--- src/rtl/pmu_pkg.sv ---
package pmu_pkg;
   localparam int CTRL_W   = 32;
   localparam int NUM_CNT  = 3;
   localparam int SEL_W    = 8;
   localparam int BIT_EN   = 0;
   localparam int BIT_EVRST = 1;
   localparam int BIT_CYRST = 2;
   localparam int BIT_DIV  = 3;
   localparam int IEN_LSB  = 4;
   localparam int OVF_LSB  = 8;
   localparam int SEL1_LSB = 12;
   localparam int SEL0_LSB = 20;

   typedef enum logic [1:0] {
      REG_CTRL = 2'd0,
      REG_EV0  = 2'd1,
      REG_EV1  = 2'd2,
      REG_CYC  = 2'd3
   } pmu_reg_e;
endpackage

--- src/rtl/pmu_evsel.sv ---
module pmu_evsel #(
   parameter int NUM_EVENTS = 16,
   parameter int SEL_W      = 8
) (
   input  logic [SEL_W-1:0]      sel,
   input  logic [NUM_EVENTS-1:0] evt,
   output logic                  hit
);
   localparam int IDX_W = $clog2(NUM_EVENTS);
   localparam logic [SEL_W:0] LIMIT = (SEL_W+1)'(NUM_EVENTS);

   generate
      if (NUM_EVENTS < 2 || NUM_EVENTS > (1 << SEL_W)) begin : g_bad_events
         $error("pmu_evsel: NUM_EVENTS out of range");
      end
   endgenerate

   logic in_range;
   assign in_range = ({1'b0, sel} < LIMIT);
   assign hit      = in_range ? evt[sel[IDX_W-1:0]] : 1'b0;
endmodule

--- src/rtl/pmu_prescale.sv ---
module pmu_prescale #(
   parameter int DIV_LOG2 = 6
) (
   input  logic clk,
   input  logic rst_n,
   input  logic run,
   input  logic clear,
   output logic tick
);
   generate
      if (DIV_LOG2 < 1) begin : g_bad_div
         $error("pmu_prescale: DIV_LOG2 must be at least 1");
      end
   endgenerate

   logic [DIV_LOG2-1:0] pre_q;

   always_ff @(posedge clk or negedge rst_n) begin
      if (!rst_n)      pre_q <= '0;
      else if (clear)  pre_q <= '0;
      else if (run)    pre_q <= pre_q + DIV_LOG2'(1);
   end

   assign tick = run & (&pre_q) & ~clear;

   assert_tick_spaced_R6: assert property (@(posedge clk) disable iff (!rst_n)
      tick |=> !tick);
endmodule

--- src/rtl/pmu_counter.sv ---
module pmu_counter #(
   parameter int CNT_W = 32
) (
   input  logic             clk,
   input  logic             rst_n,
   input  logic             clear,
   input  logic             load,
   input  logic [CNT_W-1:0] load_val,
   input  logic             inc,
   output logic [CNT_W-1:0] count,
   output logic             wrap
);
   logic [CNT_W-1:0] cnt_q;

   always_ff @(posedge clk or negedge rst_n) begin
      if (!rst_n)     cnt_q <= '0;
      else if (clear) cnt_q <= '0;
      else if (load)  cnt_q <= load_val;
      else if (inc)   cnt_q <= cnt_q + CNT_W'(1);
   end

   assign count = cnt_q;
   assign wrap  = inc & ~clear & ~load & (&cnt_q);

   assert_clear_wins_R7: assert property (@(posedge clk) disable iff (!rst_n)
      clear |=> (count == '0));
   assert_load_wins_R8: assert property (@(posedge clk) disable iff (!rst_n)
      (load && !clear) |=> (count == $past(load_val)));
   assert_wrap_to_zero_R9: assert property (@(posedge clk) disable iff (!rst_n)
      wrap |=> (count == '0));
endmodule

--- src/rtl/pmu_ctrl.sv ---
module pmu_ctrl
   import pmu_pkg::*;
(
   input  logic               clk,
   input  logic               rst_n,
   input  logic               wr_en,
   input  logic [CTRL_W-1:0]  wdata,
   input  logic [NUM_CNT-1:0] wrap,
   output logic [CTRL_W-1:0]  rdata,
   output logic               enable,
   output logic               div_mode,
   output logic [SEL_W-1:0]   sel0,
   output logic [SEL_W-1:0]   sel1,
   output logic               ev_clear,
   output logic               cyc_clear,
   output logic               irq
);
   logic               en_q, div_q;
   logic [NUM_CNT-1:0] ien_q, ovf_q;
   logic [SEL_W-1:0]   sel0_q, sel1_q;
   logic [NUM_CNT-1:0] flag_wipe;

   assign flag_wipe = wr_en ? wdata[OVF_LSB +: NUM_CNT] : '0;

   always_ff @(posedge clk or negedge rst_n) begin
      if (!rst_n) begin
         en_q   <= 1'b0;
         div_q  <= 1'b0;
         ien_q  <= '0;
         ovf_q  <= '0;
         sel0_q <= '0;
         sel1_q <= '0;
      end else begin
         if (wr_en) begin
            en_q   <= wdata[BIT_EN];
            div_q  <= wdata[BIT_DIV];
            ien_q  <= wdata[IEN_LSB +: NUM_CNT];
            sel0_q <= wdata[SEL0_LSB +: SEL_W];
            sel1_q <= wdata[SEL1_LSB +: SEL_W];
         end
         ovf_q <= (ovf_q & ~flag_wipe) | wrap;
      end
   end

   logic unused_rsvd;
   assign unused_rsvd = ^{wdata[31:28], wdata[11], wdata[7]};

   always_comb begin
      rdata                          = '0;
      rdata[BIT_EN]                  = en_q;
      rdata[BIT_DIV]                 = div_q;
      rdata[IEN_LSB +: NUM_CNT]      = ien_q;
      rdata[OVF_LSB +: NUM_CNT]      = ovf_q;
      rdata[SEL1_LSB +: SEL_W]       = sel1_q;
      rdata[SEL0_LSB +: SEL_W]       = sel0_q;
   end

   assign enable    = en_q;
   assign div_mode  = div_q;
   assign sel0      = sel0_q;
   assign sel1      = sel1_q;
   assign ev_clear  = wr_en & wdata[BIT_EVRST];
   assign cyc_clear = wr_en & wdata[BIT_CYRST];
   assign irq       = |(ovf_q & ien_q);

   generate
      for (genvar k = 0; k < NUM_CNT; k++) begin : g_flag_chk
         assert_flag_sticky_R10: assert property (@(posedge clk) disable iff (!rst_n)
            (ovf_q[k] && !(wr_en && wdata[OVF_LSB+k])) |=> ovf_q[k]);
         assert_wrap_sets_flag_R9: assert property (@(posedge clk) disable iff (!rst_n)
            wrap[k] |=> ovf_q[k]);
         assert_flag_needs_wrap_R9: assert property (@(posedge clk) disable iff (!rst_n)
            (!ovf_q[k] && !wrap[k]) |=> !ovf_q[k]);
      end
   endgenerate
endmodule

--- src/rtl/perf_monitor_unit.sv ---
module perf_monitor_unit
   import pmu_pkg::*;
#(
   parameter int CNT_W      = 32,
   parameter int NUM_EVENTS = 16,
   parameter int DIV_LOG2   = 6
) (
   input  logic                  clk,
   input  logic                  rst_n,
   input  logic [1:0]            reg_addr,
   input  logic                  reg_wr,
   input  logic [CTRL_W-1:0]     reg_wdata,
   output logic [CTRL_W-1:0]     reg_rdata,
   input  logic [NUM_EVENTS-1:0] evt_in,
   output logic                  irq
);
   generate
      if (CNT_W < 1 || CNT_W > CTRL_W) begin : g_bad_cnt_w
         $error("perf_monitor_unit: CNT_W must be 1..32");
      end
   endgenerate

   logic [CTRL_W-1:0]  ctrl_rd;
   logic               en, div_mode, ev_clear, cyc_clear, cyc_tick;
   logic [SEL_W-1:0]   sel [2];
   logic [NUM_CNT-1:0] inc_vec, wrap_vec;
   logic [CNT_W-1:0]   cnt_val [NUM_CNT];

   pmu_ctrl u_ctrl (
      .clk       (clk),
      .rst_n     (rst_n),
      .wr_en     (reg_wr && reg_addr == REG_CTRL),
      .wdata     (reg_wdata),
      .wrap      (wrap_vec),
      .rdata     (ctrl_rd),
      .enable    (en),
      .div_mode  (div_mode),
      .sel0      (sel[0]),
      .sel1      (sel[1]),
      .ev_clear  (ev_clear),
      .cyc_clear (cyc_clear),
      .irq       (irq)
   );

   pmu_prescale #(.DIV_LOG2(DIV_LOG2)) u_pre (
      .clk   (clk),
      .rst_n (rst_n),
      .run   (en & div_mode),
      .clear (cyc_clear),
      .tick  (cyc_tick)
   );

   generate
      for (genvar k = 0; k < NUM_CNT; k++) begin : g_cnt
         logic clr_k;
         if (k < 2) begin : g_event
            logic hit;
            pmu_evsel #(.NUM_EVENTS(NUM_EVENTS), .SEL_W(SEL_W)) u_sel (
               .sel (sel[k]),
               .evt (evt_in),
               .hit (hit)
            );
            assign inc_vec[k] = en & hit;
            assign clr_k      = ev_clear;
         end else begin : g_cycle
            assign inc_vec[k] = en & (div_mode ? cyc_tick : 1'b1);
            assign clr_k      = cyc_clear;
         end

         pmu_counter #(.CNT_W(CNT_W)) u_cnt (
            .clk      (clk),
            .rst_n    (rst_n),
            .clear    (clr_k),
            .load     (reg_wr && reg_addr == 2'(k + 1)),
            .load_val (reg_wdata[CNT_W-1:0]),
            .inc      (inc_vec[k]),
            .count    (cnt_val[k]),
            .wrap     (wrap_vec[k])
         );

         assert_frozen_when_off_R4: assert property (@(posedge clk) disable iff (!rst_n)
            (!en && !reg_wr) |=> $stable(cnt_val[k]));
      end
   endgenerate

   always_comb begin
      case (reg_addr)
         REG_CTRL: reg_rdata = ctrl_rd;
         REG_EV0:  reg_rdata = CTRL_W'(cnt_val[0]);
         REG_EV1:  reg_rdata = CTRL_W'(cnt_val[1]);
         default:  reg_rdata = CTRL_W'(cnt_val[2]);
      endcase
   end

   assert_rsvd_zero_R3: assert property (@(posedge clk) disable iff (!rst_n)
      (reg_addr == REG_CTRL) |-> (reg_rdata[31:28] == 4'd0 && !reg_rdata[11] && !reg_rdata[7]));
endmodule

--- config.mk ---
export PLATFORM = sky130hd
export DESIGN_NAME = perf_monitor_unit
export DESIGN_NICKNAME = d
export VERILOG_FILES = /design/src/rtl/pmu_pkg.sv /design/src/rtl/pmu_evsel.sv /design/src/rtl/pmu_prescale.sv /design/src/rtl/pmu_counter.sv /design/src/rtl/pmu_ctrl.sv /design/src/rtl/perf_monitor_unit.sv
export SDC_FILE = /design/constraint.sdc
export NUM_CORES = 1
export LEC_CHECK = 0
export BUFFER_PORTS_ARGS = -buffer_cell sky130_fd_sc_hd__buf_2
export CAP_MARGIN = 10
export CORE_MARGIN = 8
export CORE_UTILIZATION = 60
export DETAILED_ROUTE_END_ITERATION = 16
export PLACE_DENSITY = 0.83
export SYNTH_ARGS = -nofsm -noshare
export SYNTH_HDL_FRONTEND = slang
export SYNTH_SLANG_ARGS = --single-unit
--- constraint.sdc ---
create_clock -name clk -period 2.5 [get_ports clk]
set_input_delay 0.25 -clock clk [delete_from_list [all_inputs] [get_ports clk]]
set_output_delay 0.25 -clock clk [all_outputs]
set_load 0.005 [all_outputs]
==> flow_metrics.tcl <==
set metrics [dict create \
    powerDensity_mw_per_mm2 787.9 \
    worstHoldStart "reg_wdata[5]" \
    synth_fp_nets 930 \
    synth_fa_ha_area_frac 0.005953 \
    n_antenna_cell 0 \
    p_sw_uw 2436 \
    insertion_delay_ns 0.43 \
    dieArea_mm2 0.01806 \
    wl_per_cell_um 23.51 \
    antenna_found_initial 0 \
    worstSetupStartpointType "flop" \
    synth-simple-area-share 0.1758 \
    numCtsBuffers 17 \
    clock_sinks 126 \
    p_leak_uw 0.003751 \
    syn_inst 873 \
    synth_top_cell_by_area "dfrtp_1" \
    seq_area_frac_synth 0.3751 \
    fin_cells 1144 \
    ctsResizeCount 0 \
    critPathCaptureType "flop" \
    netlist_top_cells_area "dfrtp_1, mux4_2, xnor2_1" \
    ant_nets 0 \
    grt_remaining_overflow 0 \
    clkSlewWorstSetupHoldPaths_ns 0.06 \
    synth_top_area_share 0.3751 \
    final_hold_viol_count 0 \
    crit_type "reg -> reg" \
    hp-class "in -> reg" \
    grt_max_degree 62 \
    vias_per_cell 6.846 \
    drv_slew 0 \
    final_area_mm2 0.009744 \
    rsz0062_at_grt "no" \
    slowest_stage "mux4_2" \
    clkPwrFrac 0.382 \
    start_util 0.6104 \
    num_vias 7832 \
    setup_viol 0 \
    worst-path-buf-inv 1 \
    crit_path_max_fanout 24 \
    synthMuxAreaShare 0.1255 \
    htree_levels 4 \
    outcome "finished, final reports clean" \
    fmax_mhz 430.0 \
    synth_xor_area_frac 0.09064 \
    io_buffers 85 \
    cts_tree "built" \
    synth-edff-count 0 \
    crit_family "multiplexers" \
    area_growth_pct 15.91 \
    worstPathCellList "mux4_2 > o22a_2 > nand4_4 > buf_4 > a21oi_1 > xnor2_1 > a21oi_1" \
    dpl.hpwl_um 19090 \
    required_ns 2.80 \
    grt_pass1_wl_um 42640 \
    post-route-period-util 0.9302 \
    synth-seq-cells 126 \
    dieWidth_um 134.4 \
    regToRegStartpoint "u_ctrl.sel1[0]$_DFFE_PN0N_" \
    cp_common_cell "a21oi_1" \
    synth_ff_type "dfrtp_1" \
    p_int_uw 5241 \
    grt_usage 0.3041 \
    drt_wl_total_um 26900 \
    drtIter0Drc 916 \
    async_flop_share 1.000 \
    p_seq_frac 0.402 \
    post-route-drc-count 0 \
    syn_avg_cell_area_um2 9.630 \
    p_total_uw 7677 \
    ios 86 \
    skew_ns 0.005735 \
    ys_types 58 \
    tightest_slew_ns 0.7561 \
    cts_buffer_depth 2 \
    crit_start "u_ctrl.sel1[0]$_DFFE_PN0N_" \
    fillers 1014 \
    core_mm2 0.01377 \
    tns_ns 0 \
    slowest_delay_ns 0.55 \
    crit_arrival_ns 2.62 \
    postCtsSetupBuffers 0 \
    min_period_ns 2.325 \
    drv_cap 0 \
    yosys_warnings 0 \
    p_comb_frac 0.216 \
    hold_ws_ns 0.1042 \
    maxSlewHeadroom 0.4959 \
    synth-compound-area-share 0.1837 \
    first_global_vias 7625 \
    peakVddDrop_mv 0.5656 \
    clockRootBuffer "clkbuf_16" \
    cts_hold_buffers 1 \
    synth_top_family_by_area "compound AO/OA/AOI/OAI gates" \
    gp_congestion 0.9758 \
    firstDrtPassIters 6 \
    placedCellCount 1111 \
    rows 43 \
    drive_gt1_frac 0.2531 \
    die_h_um 134.4 \
    syn_area_mm2 0.008407 \
    switching_share 0.3173 \
    dpl-instance-area_mm2 0.009040 \
    final_nets 1008 \
]
logic make-up (layout without fill, tap and decap cells):
kind of cell,count (synthesis),in the layout
xor+xnor,87,87
mux,67,67
flops,126,126
simple gates,267,267
buf+inv,76,167
fa+ha+maj,4,4
compound gates,246,246
synth_stat cells (3+ instances only):
library cell	n
dfrtp_1	126
clkbuf_1	37
nor4_4	3
a211oi_1	6
nand2_1	85
o21ai_1	3
clkbuf_8	3
mux2_2	27
nand4_1	31
nor2_1	32
a22o_1	12
mux2i_1	12
and3_1	18
a21oi_1	92
mux4_2	28
o31ai_1	6
a211oi_2	8
or3_1	3
buf_1	5
nand3_1	44
ha_1	4
nor3_1	9
nor4_1	5
o21ai_0	89
and4_1	11
and2_1	5
a21boi_0	5
xor2_1	15
buf_2	10
a2111oi_2	10
inv_1	14
buf_6	3
nand4_4	3
xnor2_1	72
nand2b_1	5
worst register-to-register path: stages, from the launching register on:
cell and delay (ns):
dfrtp_1 0.45, mux4_2 0.55, o22a_2 0.27, nand4_4 0.30
buf_4 0.24, a21oi_1 0.09, xnor2_1 0.19, a21oi_1 0.11
flip-flops by register name, summed over array words and instances (netlist names):
name / flops
g_cnt.u_cnt.count: 96
u_ctrl.sel0: 8
u_ctrl.sel1: 8
u_pre.pre_q: 6
u_ctrl.ien_q: 3
u_ctrl.ovf_q: 3
u_ctrl.div_mode: 1
u_ctrl.enable: 1
per-layer routing:
layer	part of all wire	track usage	up-vias	wire length, µm
li1	-	-	3393	-
met1	0.38	0.3892	3834	10230
met2	0.46	0.4682	500	12390
met3	0.12	0.09574	105	3292
met4	0.037	0.1248	0	992
met5	0	0	-	0
through the flow:
| step | util | setup slack (ns) |
|---|---|---|
| after floorplan | - | 0.4349 |
| after global routing | 0.7075 | 0.02775 |
| after global placement | 0.6563 | 0.3022 |
| after CTS | 0.7075 | 0.2049 |
| after detailed placement | 0.6563 | 0.2226 |
| final | 0.7075 | 0.1746 |
layout make-up:
cell class,count,area [µm²],area share
inverter,14,52.55,0.005393
tap,180,225.2,0.02311
clock inverter,14,265.3,0.02722
clock buffer,18,429.2,0.04404
multi-input combinational,671,4893,0.5022
sequential,126,3153,0.3236
timing repair buffer,121,725.7,0.07447
power groups by stage:
stage,Sequential [µW],Combinational (µW),Clock (µW)
4_1_cts,3040,1640,2930
3_5_place_dp,3060,1610,0
3_3_place_gp,3040,1550,0
6_report,3080,1660,2930
2_1_floorplan,2830,1170,0
5_1_grt,3130,1790,3030
cell usage in the layout (no fill, tap or decap), types with 28 or more instances in the layout:
master,n
o21ai_0,89
xnor2_1,72
mux4_2,28
dfrtp_1,126
nand3_1,44
a21oi_1,92
nand4_1,31
buf_2,84
nor2_1,32
buf_4,34
nand2_1,85
final timing paths:
path	to	slack [ns]	cells after the start
max in group asynchronous	g_cnt[1].u_cnt.count[31]$_DFFE_PN0P_	1.36	3
hold / removal	g_cnt[2].u_cnt.count[5]$_DFFE_PN0P_	0.10	3
setup reg to reg	g_cnt[1].u_cnt.count[21]$_DFFE_PN0P_	0.17	7
setup / recovery	g_cnt[1].u_cnt.count[21]$_DFFE_PN0P_	0.17	7
hold reg to reg	u_ctrl.sel0[4]$_DFFE_PN0N_	0.53	1
min in group asynchronous	g_cnt[2].u_cnt.count[20]$_DFFE_PN0P_	0.35	2
No activity file was read; power rests on OpenSTA's default activity.
